**src/rtl/sccm_pkg.sv**
```systemverilog
package sccm_pkg;
  // number of operand bit pairs (i,j) with i+j == k for w-bit operands
  function automatic int col_pairs(input int w, input int k);
    return (k < w) ? k + 1 : 2 * w - 1 - k;
  endfunction

  // width of a column ones counter: floor(log2 w)+1
  function automatic int cnt_bits(input int w);
    return $clog2(w + 1);
  endfunction
endpackage

```
**src/rtl/sccm_loader.sv**
```systemverilog
module sccm_loader #(
  parameter int W = 8
) (
  input  logic         clk,
  input  logic         rst,
  input  logic         start_i,
  input  logic         a_bit_i,
  input  logic         b_bit_i,
  output logic         take_o,
  output logic         last_o,
  output logic [W-1:0] a_cur_o,
  output logic [W-1:0] b_cur_o,
  output logic [W-1:0] pos_oh_o
);
  localparam int IW = (W > 1) ? $clog2(W) : 1;

  logic [W-1:0]  a_sr, b_sr;
  logic [IW-1:0] idx;
  logic          active;

  always_comb begin
    take_o   = start_i | active;
    pos_oh_o = '0;
    if (start_i)     pos_oh_o[0]   = 1'b1;
    else if (active) pos_oh_o[idx] = 1'b1;
    a_cur_o = (start_i ? '0 : a_sr) | ((a_bit_i && take_o) ? pos_oh_o : '0);
    b_cur_o = (start_i ? '0 : b_sr) | ((b_bit_i && take_o) ? pos_oh_o : '0);
    if (start_i) last_o = (W == 1);
    else         last_o = active && (idx == IW'(W - 1));
  end

  always_ff @(posedge clk) begin
    if (rst) begin
      a_sr   <= '0;
      b_sr   <= '0;
      idx    <= '0;
      active <= 1'b0;
    end else begin
      if (take_o) begin
        a_sr <= a_cur_o;
        b_sr <= b_cur_o;
      end
      if (start_i) begin
        idx    <= IW'(1);
        active <= (W > 1);
      end else if (active) begin
        if (last_o) begin
          active <= 1'b0;
          idx    <= '0;
        end else begin
          idx <= idx + IW'(1);
        end
      end
    end
  end
endmodule

```
**src/rtl/sccm_columns.sv**
```systemverilog
module sccm_columns #(
  parameter int W = 8,
  localparam int COLS = 2 * W - 1,
  localparam int CW   = sccm_pkg::cnt_bits(W)
) (
  input  logic                     clk,
  input  logic                     rst,
  input  logic                     take_i,
  input  logic                     start_i,
  input  logic [W-1:0]             a_cur_i,
  input  logic [W-1:0]             b_cur_i,
  input  logic [W-1:0]             pos_oh_i,
  output logic [COLS-1:0][CW-1:0]  col_cnt_o
);
  for (genvar k = 0; k < COLS; k++) begin : g_col
    localparam int ILO = (k >= W) ? k - W + 1 : 0;
    localparam int IHI = (k < W) ? k : W - 1;
    logic [CW-1:0] inc, cnt;

    // only pairs touching the newest bit position are new this cycle
    always_comb begin
      inc = '0;
      for (int i = ILO; i <= IHI; i++)
        inc = inc + CW'(a_cur_i[i] & b_cur_i[k-i] & (pos_oh_i[i] | pos_oh_i[k-i]));
    end

    always_ff @(posedge clk) begin
      if (rst)         cnt <= '0;
      else if (take_i) cnt <= (start_i ? '0 : cnt) + inc;
    end

    assign col_cnt_o[k] = cnt;
  end
endmodule

```
**src/rtl/sccm_csa.sv**
```systemverilog
module sccm_csa #(
  parameter int W = 8,
  localparam int COLS = 2 * W - 1,
  localparam int CW   = sccm_pkg::cnt_bits(W),
  localparam int PW   = 2 * W
) (
  input  logic [COLS-1:0][CW-1:0] col_cnt_i,
  output logic [PW-1:0]           sum_o,
  output logic [PW-1:0]           car_o
);
  logic [PW-1:0] s, c, t, ns, nc;

  always_comb begin
    s  = '0;
    c  = '0;
    t  = '0;
    ns = '0;
    nc = '0;
    for (int k = 0; k < COLS; k++) begin
      t  = PW'(col_cnt_i[k]) << k;
      ns = s ^ c ^ t;
      nc = ((s & c) | (s & t) | (c & t)) << 1;
      s  = ns;
      c  = nc;
    end
    sum_o = s;
    car_o = c;
  end
endmodule

```
**src/rtl/serial_colcount_mul.sv**
```systemverilog
module serial_colcount_mul #(
  parameter int W = 8
) (
  input  logic           clk,
  input  logic           rst,
  input  logic           start_i,
  input  logic           a_bit_i,
  input  logic           b_bit_i,
  output logic           done_o,
  output logic [2*W-1:0] product_o
);
  localparam int COLS = 2 * W - 1;
  localparam int CW   = sccm_pkg::cnt_bits(W);
  localparam int PW   = 2 * W;

  logic                    take, last_take;
  logic [W-1:0]            a_cur, b_cur, pos_oh;
  logic [COLS-1:0][CW-1:0] col_cnt;
  logic [PW-1:0]           csa_sum, csa_car, sum_q, car_q;
  logic                    red_v, add_v;

  sccm_loader #(.W(W)) loader_i (
    .clk(clk), .rst(rst), .start_i(start_i), .a_bit_i(a_bit_i), .b_bit_i(b_bit_i),
    .take_o(take), .last_o(last_take), .a_cur_o(a_cur), .b_cur_o(b_cur), .pos_oh_o(pos_oh)
  );

  sccm_columns #(.W(W)) cols_i (
    .clk(clk), .rst(rst), .take_i(take), .start_i(start_i),
    .a_cur_i(a_cur), .b_cur_i(b_cur), .pos_oh_i(pos_oh), .col_cnt_o(col_cnt)
  );

  sccm_csa #(.W(W)) csa_i (
    .col_cnt_i(col_cnt), .sum_o(csa_sum), .car_o(csa_car)
  );

  always_ff @(posedge clk) begin
    if (rst) begin
      red_v     <= 1'b0;
      add_v     <= 1'b0;
      sum_q     <= '0;
      car_q     <= '0;
      done_o    <= 1'b0;
      product_o <= '0;
    end else begin
      red_v  <= last_take;
      add_v  <= red_v;
      done_o <= add_v;
      if (red_v) begin
        sum_q <= csa_sum;
        car_q <= csa_car;
      end
      if (add_v) product_o <= sum_q + car_q;
    end
  end
endmodule

```
**config.mk**
```make
export PLATFORM = sky130hd
export DESIGN_NAME = serial_colcount_mul
export DESIGN_NICKNAME = d
export VERILOG_FILES = /design/src/rtl/sccm_pkg.sv /design/src/rtl/sccm_loader.sv /design/src/rtl/sccm_columns.sv /design/src/rtl/sccm_csa.sv /design/src/rtl/serial_colcount_mul.sv
export SDC_FILE = /design/constraint.sdc
export NUM_CORES = 1
export LEC_CHECK = 0
export BUFFER_PORTS_ARGS = -buffer_cell sky130_fd_sc_hd__buf_2
export CELL_PAD_IN_SITES_DETAIL_PLACEMENT = 1
export CELL_PAD_IN_SITES_GLOBAL_PLACEMENT = 2
export CORE_ASPECT_RATIO = 1.4
export CORE_MARGIN = 10
export CORE_UTILIZATION = 35
export DETAILED_ROUTE_END_ITERATION = 8
export PLACE_DENSITY_LB_ADDON = 0.1
export SLEW_MARGIN = 20
export SYNTH_ARGS = -nofsm -noshare
export SYNTH_HDL_FRONTEND = slang
export SYNTH_HIERARCHICAL = 1
export SYNTH_SLANG_ARGS = --single-unit
```
**constraint.sdc**
```tcl
create_clock -name clk -period 7.9 [get_ports clk]
set_input_delay 1.58 -clock clk [delete_from_list [all_inputs] [get_ports clk]]
set_output_delay 1.58 -clock clk [all_outputs]
set_load 0.005 [all_outputs]
```
# [Yosys cells after proc, flatten, opt, wreduce, memory -nomap -nowiden]
# Cells that the tools add are included.
[totals] ff_bits=130
[op_classes] bitwise=260 n_eq_ne=1 order_cmp=2 reduce_logical=6 n_addsub=66 muxes=31
[op_table] cell="bitwise OR 15 bit" n=26
[op_table] cell="AND 15 bit" n=21
[op_table] cell="adder 4 bit" n=64
[op_table] cell="AND 4 bit" n=64
[op_table] cell="bitwise XOR 16 bit" n=16
[op_table] cell="AND 1 bit" n=64
[op_table] cell="two-way mux 4 bit" n=15
[op_table] cell="two-way mux 8 bit" n=5
[op_table] cell="bitwise OR 1 bit" n=37
[op_table] cell="AND 15 x 10 -> 15 bit" n=2
[op_table] cell="AND 15 x 11 -> 15 bit" n=2
[op_table] cell="AND 15 x 12 -> 15 bit" n=2
[op_table] cell="AND 15 x 13 -> 15 bit" n=2
[op_table] cell="AND 15 x 14 -> 15 bit" n=2
[op_table] cell="AND 15 x 6 -> 15 bit" n=2
[op_table] cell="AND 15 x 7 -> 15 bit" n=2
[op_table] cell="AND 15 x 8 -> 15 bit" n=2
[op_table] cell="AND 15 x 9 -> 15 bit" n=2
[op_table] cell="adder 16 bit" n=1
[op_table] cell="bitwise OR 8 bit" n=2
[op_table] cell="bitwise XOR 16 x 10 -> 16 bit" n=1
[op_table] cell="bitwise XOR 16 x 11 -> 16 bit" n=1
[op_table] cell="bitwise XOR 16 x 12 -> 16 bit" n=1
[op_table] cell="bitwise XOR 16 x 13 -> 16 bit" n=1
[op_table] cell="19 further kinds" n=29

# [Depth between registers and ports, before layout]
# Gate-level depths: netlist of the first run.
[logic_depth] depth_word=40 mapped_depth=20 mapped_depth_nobuf=20

# [Cells and area by module]
# The synthesis of the first run kept the hierarchy.
[modules_own_cells] mod="sccm_columns" area_each_um2=4978.5 n_inst=1 cells_per_inst=583
[modules_own_cells] mod="serial_colcount_mul" area_each_um2=2509.9 n_inst=1 cells_per_inst=272
[modules_own_cells] mod="sccm_csa" area_each_um2=1192.4 n_inst=1 cells_per_inst=131
[modules_own_cells] mod="sccm_loader" area_each_um2=1047.3 n_inst=1 cells_per_inst=122

# [Least setup slack after synthesis of the first run]
# OpenSTA, ideal clock, no wires.
[synth_path] path_kind="flip-flop to flip-flop" start="register cols_i.g_col[1].cnt[2]" end="register sum_q[14]" setup_time_ns=0.128 required_time_ns=7.772 path_stages_with_launch=21 path_slack_ns=1.783 synth_period_minus_slack_ns=6.117 arrival_time_ns=5.989 path_cell_list="dfxtp_1 ha_1 inv_1 fa_1 inv_1 fa_1 fa_1 inv_1 fa_1 fa_1 fa_1 fa_1 fa_1 fa_1 fa_1 fa_1 fa_1 inv_1 fa_1 mux2i_1 nor2_1"
[synth_between] elab_chain_len=38 elab_cells_between_ends=88
[synth_lines] item="from (decl)" line_no="sccm_columns.sv:18" source="logic [CW-1:0] inc, cnt;"
[synth_lines] item="from (signal assigned)" line_no="sccm_columns.sv:29" source="else if (take_i) cnt <= (start_i ? '0 : cnt) + inc;"
[synth_lines] item="bitwise XOR 4 x 5 -> 5 bit" line_no="sccm_csa.sv:21" source="ns = s ^ c ^ t;"
[synth_lines] item="AND 15 bit (tied with other cells)" line_no="sccm_csa.sv:22" source="nc = ((s & c) | (s & t) | (c & t)) << 1;"
[synth_lines] item="bitwise OR 15 bit / bitwise XOR 16 x 6 -> 16 bit (equally long branches)" line_no="sccm_csa.sv:22, sccm_csa.sv:21"
[synth_lines] item="bitwise OR 15 bit (tied with other cells)" line_no="sccm_csa.sv:22"
[synth_lines] item="AND 15 bit (tied with other cells)" line_no="sccm_csa.sv:22"
[synth_lines] item="bitwise OR 15 bit / bitwise XOR 16 x 7 -> 16 bit (equally long branches)" line_no="sccm_csa.sv:22, sccm_csa.sv:21"
[synth_lines] item="bitwise OR 15 bit (tied with other cells)" line_no="sccm_csa.sv:22"
[synth_lines] item="AND 15 bit (tied with other cells)" line_no="sccm_csa.sv:22"
[synth_lines] item="[21 not listed]"
[synth_lines] item="bitwise OR 15 bit / bitwise XOR 16 x 15 -> 16 bit (equally long branches)" line_no="sccm_csa.sv:22, sccm_csa.sv:21"
[synth_lines] item="bitwise OR 15 bit / AND 15 bit (equally long branches)" line_no="sccm_csa.sv:22"
[synth_lines] item="AND 15 bit (tied with other cells)" line_no="sccm_csa.sv:22"
[synth_lines] item="bitwise OR 15 bit / bitwise XOR 16 bit (equally long branches)" line_no="sccm_csa.sv:22, sccm_csa.sv:21"
[synth_lines] item="bitwise OR 15 bit / AND 15 bit (equally long branches)" line_no="sccm_csa.sv:22"
[synth_lines] item="bitwise XOR 16 bit / bitwise OR 15 bit (equally long branches) (2 in a row)" line_no="sccm_csa.sv:21, sccm_csa.sv:22"
[synth_lines] item="bitwise XOR 16 bit (*) (2 in a row)" line_no="sccm_csa.sv:21"
[synth_lines] item="via csa_sum[14]" line_no="serial_colcount_mul.sv:19" source="logic [PW-1:0] csa_sum, csa_car, sum_q, car_q;"
[synth_lines] item="to (signal assigned)" line_no="serial_colcount_mul.sv:49" source="sum_q <= csa_sum;"
[synth_lines] item="to (decl)" line_no="serial_colcount_mul.sv:19"
# Mark *: on every way through the listed nets, which the timed path passes. The rest lies on a longest branch.
# A chain may end at the register's enable or synchronous reset.

# [Worst setup path after layout of the first run]
# Ends and elaborated chain as after synthesis.

==> impl_metrics.tcl, run 1 <==
set metrics [dict create \
    status "finished clean" \
    cts_tree "done" \
    cts-htree-levels 4 \
    fmax_mhz 155 \
    crit_fanout 4 \
    die_h_um 216 \
    clockBufferDepth 2 \
    drv_slew 0 \
    reg2reg_from "cols_i/g_col[1].cnt[2]" \
    avgSynthCellArea_um2 8.79 \
    p_leak_nw 4.59 \
    pwr-share-clk_pct 53.1 \
    firstDrtPassIters 4 \
    tightestPinTransition_ps 1060 \
    viasPerCell 5.16 \
    wl_um 28000 \
    power_density_nw_per_um2 155 \
    cts_buffers 17 \
    holdBufCountCts 0 \
    initial_core_util_pct 35.6 \
    p_sw_uw 412 \
    required_ps 8190 \
    cts.sinks 128 \
    avgRoutedWirePerCell_um 19.2 \
    grt_max_degree 57 \
    dieArea_um2 34500 \
    num_rows 71 \
    internal_power_mw 1.23 \
    drive_gt1_share_pct 8.34 \
    seq_power_share_pct 40.3 \
    io_pins 22 \
    synth_warnings 6 \
    hpwl_um 20600 \
    gr-total-overflow 0 \
    ir_drop_mv 0.120 \
    final_nets 1222 \
    final_cells 1456 \
    clkLatencyLatePin_ps 430 \
    dieWidth_um 160 \
    place_inst 1424 \
    p_comb_share_pct 6.6 \
    post-route-period-util_pct 81.9 \
    antenna_found_initial 0 \
    core_um2 26900 \
    crit_type "register to register" \
    postCtsResizedCells 0 \
    critical_path_arrival_ps 6760 \
    netlist_area_um2 9590 \
    worstSetupEndpoint "sum_q[14]" \
    cts_root_buffer "clkbuf_16" \
    reg2reg_slack_ps 1430 \
    rr_worst_depth 20 \
    area_delta_synth_final_pct 10.6 \
    grt_pass1_wl_um 45500 \
    end_kind "register" \
    totalNegativeSetupSlack_ps 0 \
    finClkSkew_ps 10.5 \
    switching_share_pct 25.1 \
    nFillCells 3165 \
    grt_pass1_vias 8051 \
    drc_errors 0 \
    slew_headroom_pct 29.1 \
    max_cap_viol_count 0 \
    hold_path_class "register to register" \
    diodes 0 \
    detail-route-antenna-nets 0 \
    grt_usage_pct 16.6 \
    clk_pin_slew_ps 60 \
    startpoint_type "register" \
    finalCriticalPeriod_ps 6470 \
    setup_violations 0 \
    rsz0062_at_grt "no" \
    r2r-end "sum_q[14]" \
    startpoint "cols_i/g_col[1].cnt[2]" \
    synthCells 1091 \
    drt_iter0_drc 237 \
    place.gp.congestion 0.810 \
    finalHoldViolCount 0 \
    port_buffers 21 \
    postCtsSetupBuffers 0 \
    vias 7508 \
]
[critical path, cell delays in order (launching register included)]
cell	delay, ps
dfxtp_1	370
ha_1	160
inv_1	50
fa_1	370
fa_1	400
fa_1	390
fa_1	400
fa_1	390
fa_1	410
fa_1	500
inv_1	50
fa_1	410
fa_1	420
fa_1	500
inv_1	50
fa_1	410
fa_1	380
inv_1	90
fa_1	400
mux2i_1	140
nor2_1	50
[layout by cell type, fill, tap and decap left out, types with 9 or more instances in the layout]
master,n
a211oi_1,21
a21o_1,11
a21oi_1,36
a31oi_1,9
buf_2,19
buf_4,27
clkbuf_16,17
conb_1,15
dfxtp_1,127
fa_1,76
ha_1,63
inv_1,143
mux2i_1,56
nand2_1,45
nand2b_1,10
nand3_1,10
nand3b_1,9
nor2_1,130
nor2b_1,40
o211a_1,9
o211ai_1,39
o21ai_0,25
o22ai_1,14
o32ai_1,14
xor2_1,9
[metal layers]
metal / vias up / track usage, % / routed length (µm)
li1: 3635 / - / -
met1: 3765 / 19.6 / 12000
met2: 83 / 30.2 / 14800
met3: 25 / 2.29 / 640
met4: 0 / 5.61 / 611
met5: - / 0 / 0
[through the flow]
stage               instance area, µm²  setup WS (ps)  util (%)  power [mW]  hold slack (ps)
detailed placement                9970           1420      37.1       0.787              456
finish                           10600           1430      39.4        1.64              460
global route                     10600           1110      39.4        1.71              499
global placement                  9970           1480      37.1       0.787              450
CTS                              10600           1400      39.4        1.67              464
floorplan                         9640           1780         -       0.755              444
[state kept, by name (all words and copies together), names as in the netlist, 3 cells and up]
| register | cells |
|---|---|
| loader_i/idx | 3 |
| product_o | 16 |
| sum_q | 16 |
| cols_i/g_col.cnt | 57 |
| loader_i/b_sr | 8 |
| loader_i/a_sr | 8 |
| car_q | 16 |
[layout make-up]
type | count | area [µm²] | share of cell area [%]
clock buffers | 20 | 457 | 4.30
clock inverters | 12 | 181 | 1.71
inverters | 144 | 541 | 5.09
multi-input cells | 741 | 6120 | 57.6
flip-flops and latches | 128 | 2560 | 24.2
well taps | 365 | 457 | 4.30
repair buffers | 46 | 298 | 2.81
[power groups by stage]
stage / combinational (mW) / clock [mW] / sequential (mW)
floorplan: 0.0829 / 0 / 0.672
global placement: 0.110 / 0 / 0.678
detailed placement: 0.110 / 0 / 0.678
CTS: 0.110 / 0.901 / 0.663
global route: 0.122 / 0.928 / 0.664
finish: 0.108 / 0.873 / 0.663
[worst min path at each step]
| stage | from | end | slack [ps] | cells past startpoint |
|---|---|---|---|---|
| CTS | product_o[7] | product_o[7] | 460 | 2 |
| detailed placement | product_o[7] | product_o[7] | 460 | 2 |
| finish | product_o[7] | product_o[7] | 460 | 2 |
| global placement | product_o[7] | product_o[7] | 450 | 2 |
| global route | product_o[7] | product_o[7] | 500 | 2 |
| floorplan | cols_i/g_col[11].cnt[3] | cols_i/g_col[11].cnt[3] | 440 | 2 |
Power figures use the tool's default switching activity.
==> run 2, diff against run 1 <==
Settings changed: ABC_AREA from default to 1.
Clock period 7.9 ns to 6 ns, I/O delays scaled along.
==> impl_metrics.tcl, run 2 <==
set metrics [dict create \
    gr-total-overflow 0 \
    wl_met1_um 12100 \
    grt_pass1_vias 8824 \
    setup_violations 0 \
    crit_type "register to register" \
    viasPerCell 4.77 \
    finalHoldViolCount 0 \
    cts.sinks 128 \
    max_cap_viol_count 0 \
    wl_um 30300 \
    hold_path_class "register to register" \
    synth_warnings 6 \
    clk_pin_slew_ps 60 \
    mostFrequentLayoutCells "inv_1, nand2_1, nor2_1, dfxtp_1, o21ai_0" \
    cts_tree "done" \
    ir_drop_mv 0.165 \
    end_kind "register" \
    dpl_cell_area_um2 10100 \
    postCtsSetupBuffers 0 \
    power_density_nw_per_um2 206 \
    stdcell_area_um2 10800 \
    whs_ps 474 \
    tightestPinTransition_ps 1030 \
    grt_max_degree 47 \
    nFillCells 3527 \
    area_delta_synth_final_pct 11.8 \
    initial_core_util_pct 35.6 \
    final_cells 1750 \
    dr_wl_met2_um 17000 \
    drc_errors 0 \
    port_buffers 21 \
    critical_path_arrival_ps 6200 \
    cts_root_buffer "clkbuf_16" \
    clockBufferDepth 2 \
    seqCellArea_um2 2560 \
    dieWidth_um 160 \
    fin_util_pct 39.8 \
    cts_buffers 17 \
    vias 8352 \
    clkLatencyLatePin_ps 430 \
    antenna_found_initial 0 \
    detail-route-antenna-nets 0 \
    avgSynthCellArea_um2 7.10 \
    netlist_area_um2 9620 \
    diodes 0 \
    io_pins 22 \
    rsz0062_at_grt "yes" \
    p_leak_nw 5.33 \
    hpwl_um 23900 \
    totalNegativeSetupSlack_ps 0 \
    place_inst 1719 \
    required_ps 6320 \
    multi_input_area_um2 5830 \
    largest_register "cols_i/g_col.cnt" \
    post-route-period-util_pct 97.9 \
    synthCells 1355 \
    die_h_um 216 \
    top_layer "met4" \
    dieArea_um2 34600 \
    crit_fanout 2 \
    largest_register_ffs 57 \
    firstDrtPassIters 4 \
    finClkSkew_ps 9.38 \
    drv_slew 0 \
    dr_wl_met3_um 571 \
    final_common_cell "inv_1" \
    num_rows 71 \
    startpoint_type "register" \
    grt_usage_pct 18.0 \
    fmax_mhz 170 \
    place.gp.congestion 0.896 \
    slew_headroom_pct 31.3 \
    finalCriticalPeriod_ps 5880 \
    avgRoutedWirePerCell_um 17.3 \
    status "finished clean" \
    cts-htree-levels 4 \
    core_um2 27000 \
    holdBufCountCts 0 \
    final_nets 1517 \
    drt_iter0_drc 278 \
    grt_pass1_wl_um 48900 \
    drive_gt1_share_pct 9.03 \
]
==> run 2: through the flow <==
| step | total power, mW | worst slack, ps |
|---|---|---|
| floorplan | 1.05 | 0.949 |
| global placement | 1.12 | -146 |
| detailed placement | 1.13 | -224 |
| CTS | 2.25 | 33.3 |
| global route | 2.32 | -41.4 |
| finish | 2.22 | 124 |
==> run 2: area by class of cell <==
| type | instances | share of cell area, % |
|---|---|---|
| timing repair buffer | 40 | 2.30 |
| clock buffer | 22 | 4.50 |
| multi-input combinational | 910 | 54.2 |
| clock inverter | 9 | 1.21 |
| inverter | 276 | 9.65 |
| tap | 365 | 4.25 |
| sequential | 128 | 23.8 |
==> run 2: critical path, stage by stage, from the launching register on <==
cell     delay, ps
dfxtp_2        330
ha_1           140
inv_1           50
fa_2           330
fa_2           520
inv_1           60
fa_2           360
fa_2           360
fa_2           520
inv_1           60
fa_2           360
fa_2           360
fa_2           350
fa_2           340
fa_2           350
fa_2           350
fa_2           340
inv_2           60
fa_1           400
nor2_1         100
nor2_1          60
==> run 2: report_power, final <==
group / internal [mW] / total (mW) / leakage (nW) / switching [mW]
registers: 0.869 / 0.890 / 1.04 / 0.0206
clock network: 0.695 / 1.11 / 0.302 / 0.417
logic: 0.0664 / 0.217 / 3.99 / 0.150
==> run 2: worst paths after layout <==
| path | startpoint | endpoint | slack (ps) | cells past startpoint |
|---|---|---|---|---|
| setup / recovery | cols_i/g_col[0].cnt[3] | sum_q[14] | 120 | 20 |
| hold / removal | loader_i/a_sr[2] | loader_i/a_sr[2] | 470 | 2 |
| setup reg to reg | cols_i/g_col[0].cnt[3] | sum_q[14] | 120 | 20 |
| hold reg to reg | loader_i/a_sr[2] | loader_i/a_sr[2] | 470 | 2 |
==> run 2: what timing repair did <==
action	in CTS	in global routing
gates resized for setup	15	1
endpoints found under the setup margin	1	1
pin swaps	4	2
==> run 2: routing by layer <==
metal  up-vias  track usage (%)
met2        81             34.7
met5         -                0
met3        33             2.60
met4         0             5.67
met1      4082             19.4
li1       4156                -
==> run 3, diff against run 2 <==
Settings changed: ABC_AREA 1 to default.
==> impl_metrics.tcl, run 3 (synthesis results as in run 1) <==
set metrics [dict create \
    status "complete, but fails checks" \
    violations "setup timing" \
    multi_input_area_um2 6190 \
    startpoint_type "register" \
    drc_errors 0 \
    dieWidth_um 160 \
    cts-htree-levels 4 \
    largest_register_ffs 57 \
    setup_violations 1 \
    reg2reg_slack_ps -4 \
    firstDrtPassIters 4 \
    antenna_found_initial 0 \
    grt_usage_pct 16.3 \
    io_pins 22 \
    crit_fanout 2 \
    slowest_delay_ps 530 \
    crit_top_cell "fa_2" \
    holdBufCountCts 0 \
    place.gp.congestion 0.796 \
    rsz0062_at_grt "yes" \
    nFillCells 3137 \
    drv_slew 0 \
    worstPathCellList "ha_1, inv_1, fa_2, inv_1, fa_2, fa_2, fa_2, inv_1, fa_2, fa_2, fa_2, fa_2, fa_2, fa_2, fa_2, fa_2, inv_2, fa_1, mux2i_1, nor2_1" \
    reg2reg_from "cols_i/g_col[0].cnt[3]" \
    max_cap_viol_count 0 \
    grt_pass1_vias 7933 \
    die_h_um 216 \
    detail-route-antenna-nets 0 \
    r2r-end "sum_q[14]" \
    slowest_stage "fa_2" \
    whs_ps 457 \
    grt_max_degree 66 \
    end_kind "register" \
    clk_pin_slew_ps 60 \
    cts_root_buffer "clkbuf_16" \
    setup_slack_ps -4.31 \
    finalCriticalPeriod_ps 6000 \
    gr-total-overflow 0 \
    cts_tree "done" \
    core_um2 26900 \
    post-route-period-util_pct 100 \
    hpwl_um 20500 \
    avgRoutedWirePerCell_um 18.6 \
    rr_worst_depth 20 \
    wl_um 27300 \
    power_density_nw_per_um2 200 \
    finalHoldViolCount 0 \
    tightestPinTransition_ps 1040 \
    dp_slack_ps -204 \
    dieArea_um2 34500 \
    area_delta_synth_final_pct 12.5 \
    largest_register "cols_i/g_col.cnt" \
    startpoint "cols_i/g_col[0].cnt[3]" \
    vias 7556 \
    postCtsSetupBuffers 0 \
    viasPerCell 5.14 \
    fmax_mhz 167 \
    slew_headroom_pct 30.9 \
    fin_util_pct 40.1 \
    cts.sinks 128 \
    final_nets 1237 \
    clockBufferDepth 2 \
    clkLatencyLatePin_ps 430 \
    critical_path_arrival_ps 6300 \
    grt_pass1_wl_um 44800 \
    worstSetupEndpoint "sum_q[14]" \
    p_leak_nw 4.66 \
    drive_gt1_share_pct 12.5 \
    finClkSkew_ps 11.7 \
    mostFrequentLayoutCells "inv_1, nor2_1, dfxtp_1, ha_1, mux2i_1" \
    drt_iter0_drc 324 \
    required_ps 6290 \
    final_common_cell "inv_1" \
    port_buffers 21 \
    diodes 0 \
    design_power_total_mw 2.16 \
    initial_core_util_pct 35.6 \
    seqCellArea_um2 2570 \
    crit_type "register to register" \
    cts_buffers 17 \
    ir_drop_mv 0.171 \
    hold_path_class "register to register" \
    num_rows 71 \
]
run 3: cell count changes in the layout (fill, tap and decap cells not counted), sizes merged, moves of 38 or more:
cell / previous run / this run
o211ai: 1 / 39
nand3: 81 / 10
mux2i: 0 / 56
nor2b: 0 / 40
a21oi: 77 / 38
nand2: 238 / 46
o21ai: 82 / 26
inv: 277 / 146
nor2: 210 / 130
run 3: per-stage QoR:
step                      area [µm²]  cells  setup TNS [ps]
after global routing           10800   1471            -350
after detailed placement       10100   1439            -204
final                          10800   1471           -4.31
after floorplan                 9690   1105               0
after CTS                      10800   1471           -63.6
after global placement         10100   1439            -153
run 3: how the worst min path moves through the flow:
stage | cells past startpoint | endpoint | slack, ps | from
after floorplan | 2 | cols_i/g_col[11].cnt[3] | 440 | cols_i/g_col[11].cnt[3]
after global placement | 2 | product_o[7] | 450 | product_o[7]
after detailed placement | 2 | product_o[7] | 450 | product_o[7]
after CTS | 2 | product_o[7] | 460 | product_o[7]
after global routing | 2 | loader_i/b_sr[7] | 510 | loader_i/b_sr[7]
final | 2 | product_o[7] | 460 | product_o[7]
run 3: repair_timing:
| item | 4_1_cts | 5_1_grt |
|---|---|---|
| cloned | 0 | 0 |
| resized for setup | 11 | 1 |
| pin swaps | 2 | 2 |
| setup endpoints to repair | 1 | 3 |
run 3: cell type report:
class                      count  area share [%]
timing repair buffer          61            3.78
inverter                     144            5.01
tap                          365            4.23
clock buffer                  20            4.23
sequential                   128            23.8
multi-input combinational    741            57.3
clock inverter                12            1.67
run 3: metal layers:
metal	GRT usage (%)	wire [µm]
met5	0	0
met2	28.4	14000
met1	19.9	12100
met3	2.42	646
met4	5.61	570
run 3: power breakdown:
group | internal (mW) | switching, mW
Combinational | 0.0439 | 0.104
Clock | 0.720 | 0.417
Sequential | 0.860 | 0.0115
Total | 1.62 | 0.533
run 3: worst max-delay path: cells and delay by family, from the launching register on:
family	cells	cell delay, ps
adder cells (fa/ha/maj)	14	5120
flip-flops	1	320
buffers and inverters	4	240
multiplexers	1	150
AND/OR/NAND/NOR	1	50
